## src/rtl/sbf_pkg.sv

```systemverilog
package sbf_pkg;

  // Strobes handed from the control decoder to the datapath for one cycle.
  typedef struct packed {
    logic load;  // register a new external address, beat = 0
    logic adv;   // step the beat counter
    logic rd;    // issue an array read this cycle
    logic wr;    // issue an array write this cycle
  } sbfStrobe_t;

  localparam int BEAT_W = 2;  // four-beat bursts

  function automatic logic [BEAT_W-1:0] burstLow(input logic [BEAT_W-1:0] start,
                                                 input logic [BEAT_W-1:0] beat,
                                                 input logic interleave);
    logic [BEAT_W-1:0] sum;
    sum = start + beat;
    return interleave ? (start ^ beat) : sum;
  endfunction

endpackage

```

## src/rtl/sbf_ctrl.sv

```systemverilog
module sbf_ctrl
  import sbf_pkg::*;
(
  input  logic       clk,
  input  logic       rstN,
  input  logic       procStrobeN,
  input  logic       ctrlStrobeN,
  input  logic       enPrimN,
  input  logic       enSecond,
  input  logic       enThirdN,
  input  logic       wrEnN,
  input  logic       advN,
  output sbfStrobe_t strobe
);

  logic enablesOk;
  logic procTaken;
  logic ctrlTaken;
  logic deselect;
  logic selected;

  always_comb begin
    enablesOk = !enPrimN && enSecond && !enThirdN;
    // processor strobe only counts while the primary enable is active
    procTaken = !procStrobeN && !enPrimN;
    ctrlTaken = !procTaken && !ctrlStrobeN;
    deselect  = (procTaken || ctrlTaken) && !enablesOk;

    strobe.load = (procTaken || ctrlTaken) && enablesOk;
    strobe.adv  = !procTaken && !ctrlTaken && selected && !advN;
    strobe.rd   = (procTaken && enablesOk)
               || (ctrlTaken && enablesOk && wrEnN)
               || (strobe.adv && wrEnN);
    strobe.wr   = (ctrlTaken && enablesOk && !wrEnN)
               || (strobe.adv && !wrEnN);
  end

  always_ff @(posedge clk or negedge rstN) begin
    if (!rstN)            selected <= 1'b0;
    else if (strobe.load) selected <= 1'b1;
    else if (deselect)    selected <= 1'b0;
  end

endmodule

```

## src/rtl/sbf_datapath.sv

```systemverilog
module sbf_datapath
  import sbf_pkg::*;
#(
  parameter int ADDR_W = 6,
  parameter int LANES  = 2,
  parameter int LANE_W = 8
) (
  input  logic                    clk,
  input  logic                    rstN,
  input  sbfStrobe_t              strobe,
  input  logic                    orderSel,
  input  logic [ADDR_W-1:0]       addrIn,
  input  logic [LANES-1:0]        byteWrN,
  input  logic [LANES*LANE_W-1:0] wrData,
  input  logic [LANES*LANE_W-1:0] memRdData,
  output logic [ADDR_W-1:0]       memAddr,
  output logic                    memRd,
  output logic                    memWr,
  output logic [LANES-1:0]        memByteMask,
  output logic [LANES*LANE_W-1:0] memWrData,
  output logic [LANES*LANE_W-1:0] rdData,
  output logic                    rdValid
);

  localparam int DATA_W = LANES * LANE_W;

  logic [ADDR_W-1:0] baseAddr, nextBase, accessAddr;
  logic [BEAT_W-1:0] beat, nextBeat;
  logic [DATA_W-1:0] stageData;
  logic              stageValid;

  always_comb begin
    nextBase   = strobe.load ? addrIn : baseAddr;
    nextBeat   = strobe.load ? '0 : (strobe.adv ? beat + 1'b1 : beat);
    accessAddr = {nextBase[ADDR_W-1:BEAT_W],
                  burstLow(nextBase[BEAT_W-1:0], nextBeat, orderSel)};
  end

  always_ff @(posedge clk or negedge rstN) begin
    if (!rstN) begin
      baseAddr  <= '0;
      beat      <= '0;
      memAddr   <= '0;
      memRd     <= 1'b0;
      memWr     <= 1'b0;
      memWrData <= '0;
    end else begin
      baseAddr <= nextBase;
      beat     <= nextBeat;
      memRd    <= strobe.rd;
      memWr    <= strobe.wr;
      if (strobe.rd || strobe.wr) memAddr <= accessAddr;
      if (strobe.wr)              memWrData <= wrData;
    end
  end

  // one mask flop per byte lane
  for (genvar g = 0; g < LANES; g++) begin : g_lane
    always_ff @(posedge clk or negedge rstN) begin
      if (!rstN) memByteMask[g] <= 1'b0;
      else       memByteMask[g] <= strobe.wr && !byteWrN[g];
    end
  end

  // two-register read return: array capture, then output register
  always_ff @(posedge clk or negedge rstN) begin
    if (!rstN) begin
      stageData  <= '0;
      stageValid <= 1'b0;
      rdData     <= '0;
      rdValid    <= 1'b0;
    end else begin
      stageData  <= memRdData;
      stageValid <= memRd;
      rdData     <= stageData;
      rdValid    <= stageValid;
    end
  end

endmodule

```

## src/rtl/sync_burst_front.sv

```systemverilog
module sync_burst_front
  import sbf_pkg::*;
#(
  parameter int ADDR_W = 6,
  parameter int LANES  = 2,
  parameter int LANE_W = 8
) (
  input  logic                    clk,
  input  logic                    rstN,
  input  logic                    procStrobeN,
  input  logic                    ctrlStrobeN,
  input  logic                    enPrimN,
  input  logic                    enSecond,
  input  logic                    enThirdN,
  input  logic                    wrEnN,
  input  logic [LANES-1:0]        byteWrN,
  input  logic                    advN,
  input  logic                    orderSel,
  input  logic [ADDR_W-1:0]       addrIn,
  input  logic [LANES*LANE_W-1:0] wrData,
  input  logic [LANES*LANE_W-1:0] memRdData,
  output logic [ADDR_W-1:0]       memAddr,
  output logic                    memRd,
  output logic                    memWr,
  output logic [LANES-1:0]        memByteMask,
  output logic [LANES*LANE_W-1:0] memWrData,
  output logic [LANES*LANE_W-1:0] rdData,
  output logic                    rdValid
);

  sbfStrobe_t strobe;

  sbf_ctrl ctrl_i (
    .clk        (clk),
    .rstN       (rstN),
    .procStrobeN(procStrobeN),
    .ctrlStrobeN(ctrlStrobeN),
    .enPrimN    (enPrimN),
    .enSecond   (enSecond),
    .enThirdN   (enThirdN),
    .wrEnN      (wrEnN),
    .advN       (advN),
    .strobe     (strobe)
  );

  sbf_datapath #(
    .ADDR_W(ADDR_W),
    .LANES (LANES),
    .LANE_W(LANE_W)
  ) dp_i (
    .clk        (clk),
    .rstN       (rstN),
    .strobe     (strobe),
    .orderSel   (orderSel),
    .addrIn     (addrIn),
    .byteWrN    (byteWrN),
    .wrData     (wrData),
    .memRdData  (memRdData),
    .memAddr    (memAddr),
    .memRd      (memRd),
    .memWr      (memWr),
    .memByteMask(memByteMask),
    .memWrData  (memWrData),
    .rdData     (rdData),
    .rdValid    (rdValid)
  );

endmodule

```

## config.mk

```make
export PLATFORM = sky130hd
export DESIGN_NAME = sync_burst_front
export DESIGN_NICKNAME = d
export VERILOG_FILES = /design/src/rtl/sbf_pkg.sv /design/src/rtl/sbf_ctrl.sv /design/src/rtl/sbf_datapath.sv /design/src/rtl/sync_burst_front.sv
export SDC_FILE = /design/constraint.sdc
export NUM_CORES = 1
export LEC_CHECK = 0
export BUFFER_PORTS_ARGS = -buffer_cell sky130_fd_sc_hd__buf_2
export CORE_MARGIN = 3
export CORE_UTILIZATION = 42
export DETAILED_ROUTE_END_ITERATION = 16
export GPL_TIMING_DRIVEN = 0
export HOLD_SLACK_MARGIN = 0.02
export PLACE_DENSITY = 0.74
export SYNTH_ARGS = -nofsm -noshare
export SYNTH_HDL_FRONTEND = slang
export SYNTH_SLANG_ARGS = --single-unit
```

## constraint.sdc

```tcl
create_clock -name clk -period 1.7 [get_ports clk]
set_input_delay 0.255 -clock clk [delete_from_list [all_inputs] [get_ports clk]]
set_output_delay 0.255 -clock clk [all_outputs]
set_load 0.005 [all_outputs]
```

==> metrics.yaml <==
ys_types: 22
max_freq_mhz: 551
design_area_sq_um: 3290
wl_mm: 4.63
core-area_sq_um: 4910
ir_drop_v: 0.000793
period_minus_slack_ns: 1.81
setup_ws_ns: -0.114
rows: 25
clock_skew_ns: 0.00545
drive_gt1_share_pct: 60.5
post-route-drc-count: 0
grt_use_met1_pct: 17.2
dpl_cell_area_sq_um: 2780
syn-instance-count: 121
clk_path_buf_depth: 2
syn-num-nets: 172
synth_area_per_cell_sq_um: 18.4
synth_top_cell_by_area: "dfrtp_1"
chipWidth_um: 78.7
vias: 1453
slew_headroom_pct: 45.4
gp_congestion: 0.687
synth_area_leaders: "dfrtp_1 78%, mux2_2 14%, xnor3_1 1.0%, o21ai_0 0.68%, mux2_4 0.68%"
io_buffer_count: 92
via_per_inst: 4.50
critical_path.max_fanout: 7
ios: 93
clk_latency_ns: 0.33
rsz0062_at_grt: "yes"
synth_top_area_share_pct: 77.7
drt_iter0_drc: 56
nets: 302
hold_viol_final: 0
netlist_area_sq_um: 2220
clock_tree.root_cell: "clkbuf_8"
tightest_slew_ns: 0.819
htreeDepth: 3
met3_usage_pct: 6.46
cts_sinks: 69
p_per_area_nw_per_um2: 1220
required_ns: 1.92
dr.pass1.iters: 4
grt_usage_pct: 14.7
antenna_left: 0
grt_pass1_vias: 1468
p_leak_nw: 1.66
final_common_cell: "buf_2"
syn2layout_area_growth_pct: 48.2
dp_hpwl_mm: 2.89
grt.overflow.total: 0
wire_per_inst_um: 14.3
setup_viol: 2
critical_path_class: "input pin to flop"
drv_slew: 0
ys_seq_elements: 69
cp.arrival_ns: 2.03
yosysWarningCount: 0
maxCapViolCount: 0
period_share_pct: 107
violations: "negative setup slack"
hold_class: "input pin to asynchronous set/reset pin"
final_cell_mix: "91 x buf_2, 69 x dfrtp_1, 17 x mux2_2"
start_util_pct: 45.2
path_clk_slew_ns: 0.08
crit_path_end_kind: "flop"
grt_pass1_wl_mm: 6.81
grt_max_degree: 70
ys_seq_area_share_pct: 77.7
top_usage_layer: "met2"
dieArea_sq_um: 6200
cts_buffers: 9
antennaDiodeCount: 0
worstSetupStartpointType: "input pin"
use_met2_pct: 22.8
antenna_found_initial: 0
die_h_um: 78.7
status: "finished with violations"
whs_ns: 0.0206
tritoncts: "built"
[worst paths after layout]
| kind | slack [ns] | start | cells past startpoint | end |
|---|---|---|---|---|
| min in group clk | 0.08 | byteWrN[0] | 2 | dp_i.memByteMask[0]$_DFF_PN0_ |
| setup / recovery | -0.11 | enThirdN | 9 | dp_i.memAddr[1]$_DFFE_PN0P_ |
| hold reg to reg | 0.35 | dp_i.stageData[0]$_DFF_PN0_ | 0 | dp_i.rdData[0]$_DFF_PN0_ |
| hold / removal | 0.02 | rstN | 1 | dp_i.rdData[1]$_DFF_PN0_ |
| max in group asynchronous | 1.15 | rstN | 1 | dp_i.memWrData[0]$_DFFE_PN0P_ |
| setup reg to reg | -0.05 | ctrl_i.selected$_DFFE_PN0P_ | 8 | dp_i.memAddr[1]$_DFFE_PN0P_ |
[final cells by class]
cell class,count,area [sq um]
clock inverter,6,71.3
tap,67,83.8
buffer,2,22.5
timing repair buffer,119,709
clock buffer,10,128
sequential,69,1730
fill,346,1620
multi-input combinational,50,549
[sequential cells by signal, summed over array words and instances, names as in the netlist]
name and flops:
dp_i.memWrData 16, dp_i.rdData 16, dp_i.stageData 16, dp_i.baseAddr 6
dp_i.memAddr 6, dp_i.beat 2, dp_i.memByteMask 2, ctrl_i.selected 1
dp_i.memRd 1, dp_i.memWr 1, dp_i.rdValid 1, dp_i.stageValid 1
[worst max-delay path: stages]
cell and delay, ns:
buf_2 0.09, or3b_4 0.40, a21o_1 0.17, buf_6 0.13, mux2_2 0.30, ha_4 0.16
nand2b_1 0.06, xnor3_1 0.20, mux2_4 0.26
[routing by layer]
metal	vias up	part of all wire [%]
met1	699	39
met3	9	9.9
met4	0	2.0
met2	72	49
li1	673	-
met5	-	0
[stage by stage]
stage	std cells	power, mW	util (%)	TNS [ns]	worst slack [ns]
2_1_floorplan	121	2.29	-	-0.443	-0.310
3_3_place_gp	280	2.60	56.6	-3.92	-0.471
3_5_place_dp	280	2.63	56.7	-4.30	-0.485
4_1_cts	313	3.98	64.2	-0.0879	-0.0879
5_1_grt	323	4.23	67.0	-1.86	-0.175
6_report	323	4.00	67.0	-0.115	-0.114
[what timing repair did]
| item | in CTS | in global routing |
|---|---|---|
| pin swaps | 1 | 5 |
| buffers inserted | 2 | 8 |
| resized for setup | 2 | 15 |
| hold buffers | 15 | 1 |
| endpoints found under the hold margin | 15 | 1 |
| gates cloned | 0 | 1 |
| endpoints found under the setup margin | 11 | 15 |
[synthesized netlist by cell type]
cell	number
a21boi_2	1
a21o_1	1
a21oi_1	1
and2_1	1
buf_4	1
buf_6	1
dfrtp_1	69
ha_1	1
mux2_2	27
mux2_4	1
nand2_1	1
nand2b_1	2
nor2_1	2
nor2_2	1
nor3_1	2
o211ai_1	1
o21ai_0	3
o21ai_1	1
or3_1	1
or3b_1	1
xnor3_1	1
xor2_1	1
[cell families after synthesis]
kind of cell             synth area share (%)
AO/OA/AOI/OAI                            2.31
XOR/XNOR                                 1.41
adder cells (fa/ha/maj)                 0.563
buffers and inverters                   0.845
flip-flops                               77.7
multiplexers                             14.4
AND/OR/NAND/NOR                          2.76
[report_power, final]
group | switching (mW) | internal [mW] | leakage, nW | total (mW)
registers | 0.110 | 1.90 | 0.836 | 2.01
logic | 0.253 | 0.436 | 0.730 | 0.689
clock network | 0.618 | 0.690 | 0.0935 | 1.31
Note: power is estimated with default switching activity, not from simulation.
